$ cat src/rtl/rff_pkg.sv
package rff_pkg;
  localparam int BW = 8;
  localparam logic [BW-1:0] OP_RXREAD  = 8'h30;
  localparam logic [BW-1:0] OP_RXFLUSH = 8'h47;
  localparam logic [BW-1:0] OP_DUMMY   = 8'h00;

  typedef enum logic [2:0] {
    PH_IDLE,
    PH_LEN,
    PH_PAY,
    PH_FL1,
    PH_FL2
  } phase_t;
endpackage

$ cat src/rtl/rff_trigger.sv
module rff_trigger #(
  parameter int SYNC_STAGES = 2
) (
  input  logic clk,
  input  logic rst,
  input  logic thr_async,
  input  logic qstat_async,
  input  logic take,
  output logic pend,
  output logic qstat_lvl
);
  logic [SYNC_STAGES-1:0] thr_s, qst_s;
  logic thr_prev;
  logic rise;

  always_ff @(posedge clk) begin
    if (rst) begin
      thr_s    <= '0;
      qst_s    <= '0;
      thr_prev <= 1'b0;
    end else begin
      thr_s    <= {thr_s[SYNC_STAGES-2:0], thr_async};
      qst_s    <= {qst_s[SYNC_STAGES-2:0], qstat_async};
      thr_prev <= thr_s[SYNC_STAGES-1];
    end
  end

  assign rise      = thr_s[SYNC_STAGES-1] & ~thr_prev;
  assign qstat_lvl = qst_s[SYNC_STAGES-1];

  always_ff @(posedge clk) begin
    if (rst)       pend <= 1'b0;
    else if (rise) pend <= 1'b1;
    else if (take) pend <= 1'b0;
  end


  pend_hold_chk: assert property (@(posedge clk) disable iff (rst)
    (pend && !take) |=> pend);


  edge_latch_chk: assert property (@(posedge clk) disable iff (rst)
    rise |=> pend);
endmodule

$ cat src/rtl/rff_seq.sv
module rff_seq
  import rff_pkg::*;
#(
  parameter int MIN_LEN = 2,
  parameter int MAX_LEN = 127,
  parameter int FCS_LEN = 2,
  localparam int AW = $clog2(MAX_LEN),
  localparam int CW = BW + 1
) (
  input  logic          clk,
  input  logic          rst,
  input  logic          pend,
  input  logic          qstat_lvl,
  output logic          take,
  output logic          sel_n,
  output logic          go,
  output logic [BW-1:0] tx,
  input  logic          done,
  input  logic [BW-1:0] rx,
  output logic          we,
  output logic [AW-1:0] addr,
  output logic [BW-1:0] wdata,
  output logic          ok,
  output logic [BW-1:0] len_out
);
  localparam logic [BW-1:0] MIN_B = BW'(MIN_LEN);
  localparam logic [BW-1:0] MAX_B = BW'(MAX_LEN);

  phase_t        phase, nxt_phase;
  logic [CW-1:0] bcnt, total, nxt_total, didx;
  logic [BW-1:0] len_q, nxt_op;
  logic          start_en, len_ok;

  assign len_ok = (len_q >= MIN_B) && (len_q <= MAX_B);
  assign take   = (phase == PH_IDLE) && pend;
  assign didx   = bcnt - CW'(1);

  always_comb begin
    start_en  = 1'b0;
    nxt_phase = phase;
    nxt_op    = OP_RXFLUSH;
    nxt_total = CW'(1);
    if (phase == PH_IDLE) begin
      if (pend) begin
        start_en = 1'b1;
        if (qstat_lvl) begin
          nxt_phase = PH_LEN;
          nxt_op    = OP_RXREAD;
          nxt_total = CW'(2);
        end else begin
          nxt_phase = PH_FL1;
        end
      end
    end else if (sel_n) begin
      case (phase)
        PH_LEN: begin
          start_en = 1'b1;
          if (len_ok) begin
            nxt_phase = PH_PAY;
            nxt_op    = OP_RXREAD;
            nxt_total = CW'(len_q) + CW'(1);
          end else begin
            nxt_phase = PH_FL1;
          end
        end
        PH_PAY: begin
          start_en  = 1'b1;
          nxt_phase = PH_FL1;
        end
        PH_FL1: begin
          start_en  = 1'b1;
          nxt_phase = PH_FL2;
        end
        default: nxt_phase = PH_IDLE;
      endcase
    end
  end

  always_ff @(posedge clk) begin
    if (rst) begin
      phase   <= PH_IDLE;
      sel_n   <= 1'b1;
      go      <= 1'b0;
      tx      <= '0;
      bcnt    <= '0;
      total   <= '0;
      len_q   <= '0;
      we      <= 1'b0;
      addr    <= '0;
      wdata   <= '0;
      ok      <= 1'b0;
      len_out <= '0;
    end else begin
      go    <= 1'b0;
      we    <= 1'b0;
      ok    <= 1'b0;
      phase <= nxt_phase;
      if (phase == PH_PAY && sel_n) begin
        ok      <= 1'b1;
        len_out <= len_q - BW'(FCS_LEN);
      end
      if (start_en) begin
        sel_n <= 1'b0;
        go    <= 1'b1;
        tx    <= nxt_op;
        bcnt  <= '0;
        total <= nxt_total;
      end else if (!sel_n && done) begin
        bcnt <= bcnt + CW'(1);
        if (bcnt != '0) begin
          if (phase == PH_LEN) len_q <= rx;
          if (phase == PH_PAY && didx < CW'(len_q) - CW'(FCS_LEN)) begin
            we    <= 1'b1;
            addr  <= didx[AW-1:0];
            wdata <= rx;
          end
        end
        if (bcnt + CW'(1) == total) begin
          sel_n <= 1'b1;
        end else begin
          go <= 1'b1;
          tx <= OP_DUMMY;
        end
      end
    end
  end


  go_in_frame_chk: assert property (@(posedge clk) disable iff (rst)
    go |-> !sel_n);


  frame_opens_with_go_chk: assert property (@(posedge clk) disable iff (rst)
    $fell(sel_n) |-> go);


  ok_pulse_chk: assert property (@(posedge clk) disable iff (rst)
    ok |=> !ok);


  ok_then_flush_chk: assert property (@(posedge clk) disable iff (rst)
    ok |-> (go && tx == OP_RXFLUSH));


  we_in_payload_chk: assert property (@(posedge clk) disable iff (rst)
    we |-> (phase == PH_PAY));


  we_legal_len_chk: assert property (@(posedge clk) disable iff (rst)
    we |-> (len_q >= MIN_B && len_q <= MAX_B));
endmodule

$ cat src/rtl/rx_frame_fetch.sv
module rx_frame_fetch #(
  parameter int MIN_LEN     = 2,
  parameter int MAX_LEN     = 127,
  parameter int FCS_LEN     = 2,
  parameter int SYNC_STAGES = 2
) (
  input  logic       clk,
  input  logic       rst,
  input  logic       thr_pin,
  input  logic       qstat_pin,
  output logic       sel_n,
  output logic       byte_go,
  output logic [7:0] byte_tx,
  input  logic       byte_done,
  input  logic [7:0] byte_rx,
  output logic       buf_we,
  output logic [6:0] buf_addr,
  output logic [7:0] buf_wdata,
  output logic       frame_ok,
  output logic [7:0] frame_len
);
  logic pend, take, qstat_lvl;

  rff_trigger #(.SYNC_STAGES(SYNC_STAGES)) u_trig (
    .clk(clk), .rst(rst), .thr_async(thr_pin), .qstat_async(qstat_pin),
    .take(take), .pend(pend), .qstat_lvl(qstat_lvl)
  );

  rff_seq #(.MIN_LEN(MIN_LEN), .MAX_LEN(MAX_LEN), .FCS_LEN(FCS_LEN)) u_seq (
    .clk(clk), .rst(rst), .pend(pend), .qstat_lvl(qstat_lvl), .take(take),
    .sel_n(sel_n), .go(byte_go), .tx(byte_tx), .done(byte_done), .rx(byte_rx),
    .we(buf_we), .addr(buf_addr), .wdata(buf_wdata),
    .ok(frame_ok), .len_out(frame_len)
  );


  reset_quiet_chk: assert property (@(posedge clk)
    $past(rst) |-> (sel_n && !byte_go && !buf_we && !frame_ok));
endmodule

$ cat config.mk
export PLATFORM = sky130hd
export DESIGN_NAME = rx_frame_fetch
export DESIGN_NICKNAME = d
export VERILOG_FILES = /design/src/rtl/rff_pkg.sv /design/src/rtl/rff_trigger.sv /design/src/rtl/rff_seq.sv /design/src/rtl/rx_frame_fetch.sv
export SDC_FILE = /design/constraint.sdc
export NUM_CORES = 1
export LEC_CHECK = 0
export ABC_AREA = 0
export BUFFER_PORTS_ARGS = -buffer_cell sky130_fd_sc_hd__buf_2
export CAP_MARGIN = 20
export CORE_MARGIN = 3
export CORE_UTILIZATION = 32
export CTS_BUF_LIST = sky130_fd_sc_hd__clkbuf_8 sky130_fd_sc_hd__clkbuf_16
export CTS_CLUSTER_DIAMETER = 120
export DETAILED_ROUTE_END_ITERATION = 10
export SYNTH_ARGS = -nofsm -noshare
export SYNTH_HDL_FRONTEND = slang
export SYNTH_HIERARCHICAL = 1
export SYNTH_SLANG_ARGS = --single-unit
$ cat constraint.sdc
create_clock -name clk -period 2.7 [get_ports clk]
set_clock_uncertainty 0.1 [all_clocks]
set_input_delay 0.54 -clock clk [delete_from_list [all_inputs] [get_ports clk]]
set_output_delay 0.54 -clock clk [all_outputs]
set_load 0.1 [all_outputs]
## Word level (Yosys, flattened, before mapping)

Cells that the tools add are included.

| storage, ports and cells | value |
|---|---|
| flip-flop bits (word level) | 70 |
| word-level logic and storage cells | 90 |
| input bits | 13 |

| operators by class | value |
|---|---|
| mux-type cells | 35 |
| bitwise operators | 5 |
| equality and inequality tests | 6 |
| reductions and logical operators | 20 |
| add/sub/neg operators | 5 |
| $lt $le $gt $ge | 3 |

Operator list:

| cell | count |
|---|---|
| $mux W8 | 7 |
| $mux W9 | 5 |
| $mux W1 | 15 |
| $mux W7 | 2 |
| $add A8 B1 Y9 const B | 1 |
| $add A9 B1 Y9 const B | 1 |
| $eq A9 B9 Y1 | 1 |
| $lt A9 B9 Y1 | 1 |
| $mux W3 | 3 |
| $pmux W3 S3 | 1 |
| $reduce_bool A9 Y1 | 1 |
| $sub A8 B2 Y9 const B | 1 |
| $sub A9 B1 Y9 const B | 1 |
| $ge A8 B2 Y1 const B | 1 |
| $le A8 B7 Y1 const B | 1 |
| $reduce_and A4 Y1 | 2 |
| $reduce_bool A2 Y1 | 4 |
| $sub A8 B2 Y8 const B | 1 |
| $eq A3 B2 Y1 const B | 2 |
| $reduce_and A2 Y1 | 3 |
| $logic_and A1 B1 Y1 | 5 |
| $mux W2 | 2 |
| $not A1 Y1 | 4 |
| $reduce_or A4 Y1 | 1 |
| 8 further kinds | 8 |

## Logic depth before layout (Yosys ltp)

| logic depth | value |
|---|---|
| depth in word-level cells | 7 |
| mapped depth | 14 |
| depth with buffers taken out | 11 |

## By module

The synthesis kept the hierarchy.

Modules (own cells, without submodules):

| module | cells each | area each (um^2) | instances | seq. area each (um^2) |
|---|---|---|---|---|
| rff_seq | 352 | 3106.7 | 1 | 1161.1 |
| rff_trigger | 14 | 180.2 | 1 | 120.1 |

## Worst setup path after synthesis

OpenSTA, ideal clock, no wires.

| timing path | value |
|---|---|
| path type | register to register |
| from | register u_seq.len_q[3] |
| to | register u_seq.addr[4] |
| clock period less this slack | 2727 ps |
| slack | -27 ps |
| stages on the path, launching flop included | 14 |
| data required time | 2472 ps |
| library setup time | 128 ps |
| buffers on the path | 3 |
| arrival time | 2499 ps |
| cell sequence | dfxtp_1 -> clkbuf_1 -> nor3_1 -> nor3b_1 -> xnor2_1 -> ha_1 -> a21o_1 -> a21oi_1 -> o221ai_1 -> nor3b_2 -> buf_6 -> buf_12 -> mux2i_1 -> nor2_1 |

| between the ends | value |
|---|---|
| word-level cells in the longest chain between the ends | 4 |

Ends and longest elaborated chain:

| element | line | text |
|---|---|---|
| start, declared | rff_seq.sv:31 | `logic [BW-1:0] len_q, nxt_op;` |
| start signal, assigned | rff_seq.sv:111 | `if (phase == PH_LEN) len_q <= rx;` |
| $sub A8 B2 Y9 | rff_seq.sv:112 | `if (phase == PH_PAY && didx < CW'(len_q) - CW'(FCS_LEN)) begin` |
| $lt A9 B9 Y1 | rff_seq.sv:112 |  |
| $logic_and A1 B1 Y1 | rff_seq.sv:112 |  |
| $reduce_and A4 Y1 (no line) | n/a |  |
| end signal, assigned | rff_seq.sv:114 | `addr <= didx[AW-1:0];` |
| end, declared | rff_seq.sv:21 | `output logic [AW-1:0] addr,` |

Every way passes these cells.
A chain may end at the register's enable or synchronous reset.

## Worst setup path in the final report

| timing path | value |
|---|---|
| from | register u_seq.bcnt[3] |
| to | register u_seq.wdata[3] |

| between the ends | value |
|---|---|
| word-level cells in the longest chain between the ends | 4 |
| elaborated cells on any way between the ends | 5 |
| those cells by class | add/sub: 1; order compare: 1; reduce/logical: 3 |

Ends and longest elaborated chain:

| element | line | text |
|---|---|---|
| start, declared | rff_seq.sv:30 | `logic [CW-1:0] bcnt, total, nxt_total, didx;` |
| start signal, assigned | rff_seq.sv:109 | `bcnt <= bcnt + CW'(1);` |
| $sub A9 B1 Y9 | rff_seq.sv:36 | `assign didx = bcnt - CW'(1);` |
| $lt A9 B9 Y1 | rff_seq.sv:112 |  |
| $logic_and A1 B1 Y1 | rff_seq.sv:112 |  |
| $reduce_and A4 Y1 (no line) (*) | n/a |  |
| end signal, assigned | rff_seq.sv:115 | `wdata <= rx;` |
| end, declared | rff_seq.sv:22 | `output logic [BW-1:0] wdata,` |

Mark *: on every way between the ends. The rest lies on a longest branch, timed or not.

==> impl_metrics.yaml <==
status:
  status: "finished, final reports clean"
clocking:
  cts_buffers: 9
  cts_hold_buf: 0
  clkSinkCount: 64
  clkTransAtPathRegs_ns: 0.07
  cts.htree.levels: 3
  cts.path.max_buffers: 2
  worstSkewPairLatency_ns: 0.34
  root_buffer: "clkbuf_8"
  cts_tree: "built"
sta:
  tightest_slew_ns: 0.722
  report.final.slew_viol_count: 0
  worst_slack_ns: 0.0297
  finalSetupTns_ns: 0
  fin_crit_ns: 2.67
  relSlewSlack_pct: 51.8
  rsz0062_at_grt: "yes"
  fmax_mhz: 374
  hold_violations: 0
  setup_viol: 0
  whs_ns: 0.311
  min_period_over_period_pct: 98.9
yosys:
  synthCells: 366
  ys_ff_latch: 64
  synthMuxAreaShare_pct: 7.35
  yosys_warnings: 6
  synth-main-ff-cell: "dfxtp_1"
  netlist_area_sq_mm: 0.00329
  avgSynthCellArea_sq_um: 8.98
  synth-compound-area-share_pct: 11.6
  synth_most_common_cell: "dfxtp_1"
  synth_area_leader_cell: "dfxtp_1"
  synthSimpleGateAreaFrac_pct: 21.2
  synth_edf_count: 0
  yosys.area_share.adder_pct: 5.33
  synth_top_family_by_area: "simple AND/OR/NAND/NOR gates"
  synthTopCellsByCount: "dfxtp_1, nor2_1, nand2_1"
  seq_area_frac_synth_pct: 39.0
  post-synth-top-area-fraction_pct: 39.0
  synth_cell_types: 59
  ys_async_sr_fraction_pct: 0
  synth_area_leaders: "dfxtp_1, mux2i_1, nor2_1"
  synthXorXnorAreaFrac_pct: 8.53
detailed_routing:
  met3_length_um: 299
  vias: 2674
  topRoutingLayerUsed: "met4"
  routed_wl_mm: 7.81
  drt_iter0_drc: 116
  drcViolationCount: 0
  wl_met1_mm: 3.71
  wl_met2_mm: 3.66
  drt_pass1_iterations: 4
  ant_nets: 0
  routed_via_density: 4.78
  wl_per_cell_um: 14.0
layout:
  finalNetCount: 449
  syn_to_final_growth_pct: 21.9
  nFillCells: 979
  antenna_cells: 0
  multiInputGateArea_sq_mm: 0.00190
  drive_above_1_share_pct: 28.9
  regArea_sq_mm: 0.00129
global_routing:
  grt_max_degree: 34
  grt_pass1_wl_mm: 13.0
  grt_usage_pct: 14.3
  gr-total-overflow: 0
  grt_pass1_vias: 2553
  antenna_found_initial: 0
place:
  port_buffers: 45
  gp_congestion: 0.859
  dp.final_hpwl_mm: 5.77
  pre_cts_ws_ns: -0.0363
floorplanning:
  coreArea_sq_mm: 0.00986
  start_util_pct: 33.3
  rows: 36
  die_x_um: 107
  die_area_sq_mm: 0.0115
  io_pins: 48
  die_h_um: 107
critical_path:
  cp.arrival_ns: 2.79
  rr_worst_depth: 11
  crit_type: "reg2reg"
  crit_path_start_kind: "flop"
  setup.worst_path.start: "u_seq/bcnt[3]"
  critPathCaptureType: "flop"
  cp.required_ns: 2.82
  r2r_start: "u_seq/bcnt[3]"
  cp_max_fo: 8
min_path:
  worstHoldStart: "qstat_pin"
  worst_hold_path.num_cells: 2
  hold_path_class: "in2reg"
flow_run:
  drv_cap: 0
power_and_ir_drop:
  power_mw: 3.11
  cellPowerDensity_mw_per_mm2: 777
  ir_worst_vdd_mv: 0.320
  p_leak_nw: 1.75
==> placed cells by master, fill, tap and decap left out, types with 3 or more instances in the layout <==
master / count
nand2b_1: 9
clkinv_2: 3
a21oi_1: 11
dfxtp_1: 59
buf_4: 25
xor2_1: 15
clkbuf_8: 9
inv_1: 12
nor2_2: 3
ha_1: 13
o31ai_1: 4
a211oi_1: 8
dfxtp_2: 4
nor2_1: 53
nand2_1: 31
xnor2_1: 14
nor2b_1: 6
nand4_1: 5
buf_2: 45
o21ai_0: 11
nand3_1: 6
mux2i_1: 23
==> power by group <==
part           total, mW  switching (mW)  internal (mW)
combinational       1.32            1.01          0.310
sequential          1.13          0.0965           1.03
clock              0.667           0.351          0.316
==> flip-flops by register name (all words and copies together) (netlist names), 3 cells and up <==
name           cells
u_seq/len_q        8
u_seq/bcnt         9
u_seq/phase        3
u_seq/wdata        8
u_seq/addr         7
u_seq/total        9
u_seq/len_out      8
==> worst max-delay path: stages (launching register included) <==
cell,delay (ns)
dfxtp_2,0.35
nor2_8,0.13
nand3_4,0.10
nor4_4,0.28
xor2_1,0.20
ha_1,0.28
nand4_1,0.17
o221ai_2,0.15
nor3b_4,0.27
buf_4,0.24
mux2i_1,0.21
nor2_1,0.05
==> worst paths after layout <==
kind / slack [ns] / to
setup / recovery: 0.03 / u_seq/wdata[3]
hold / removal: 0.31 / u_trig/qst_s[0]
setup reg to reg: 0.03 / u_seq/wdata[3]
hold reg to reg: 0.34 / u_trig/qst_s[1]
==> per-stage QoR <==
| step | instances | utilization [%] | cell area (sq um) |
|---|---|---|---|
| after global placement | 538 | 37.3 | 3680 |
| after floorplan | 367 | - | 3300 |
| after CTS | 557 | 39.9 | 3940 |
| final | 559 | 40.6 | 4010 |
| after global routing | 559 | 40.6 | 4010 |
| after detailed placement | 538 | 37.3 | 3680 |
==> cells by family (layout without fill, tap and decap cells) <==
family / count (synthesis) / after routing
other cells: 1 / 2
buf+inv: 40 / 99
mux: 24 / 24
compound gates: 54 / 54
xor+xnor: 32 / 32
simple gates: 137 / 137
flops: 64 / 64
fa+ha+maj: 14 / 14
==> per-layer routing <==
metal / GRT usage (%) / vias up
li1: - / 1354
met4: 4.96 / 0
met1: 19.1 / 1252
met3: 3.42 / 10
met5: 0 / -
met2: 22.6 / 58
==> timing repair <==
item	4_1_cts	5_1_grt
endpoints found under the setup margin	12	16
endpoints found under the hold margin	0	0
pin swaps	2	11
resized for setup	8	20
setup buffers	3	4
gates cloned	1	0
==> cell type report <==
| class | instances | share of cell area, % |
|---|---|---|
| multi-input cells | 263 | 47.4 |
| flip-flops and latches | 64 | 32.2 |
| repair buffers | 72 | 11.3 |
| well taps | 133 | 4.15 |
| clock buffers | 9 | 3.09 |
| inverters | 12 | 1.12 |
| clock inverters | 6 | 0.749 |
No activity file was read; power rests on OpenSTA's default activity.
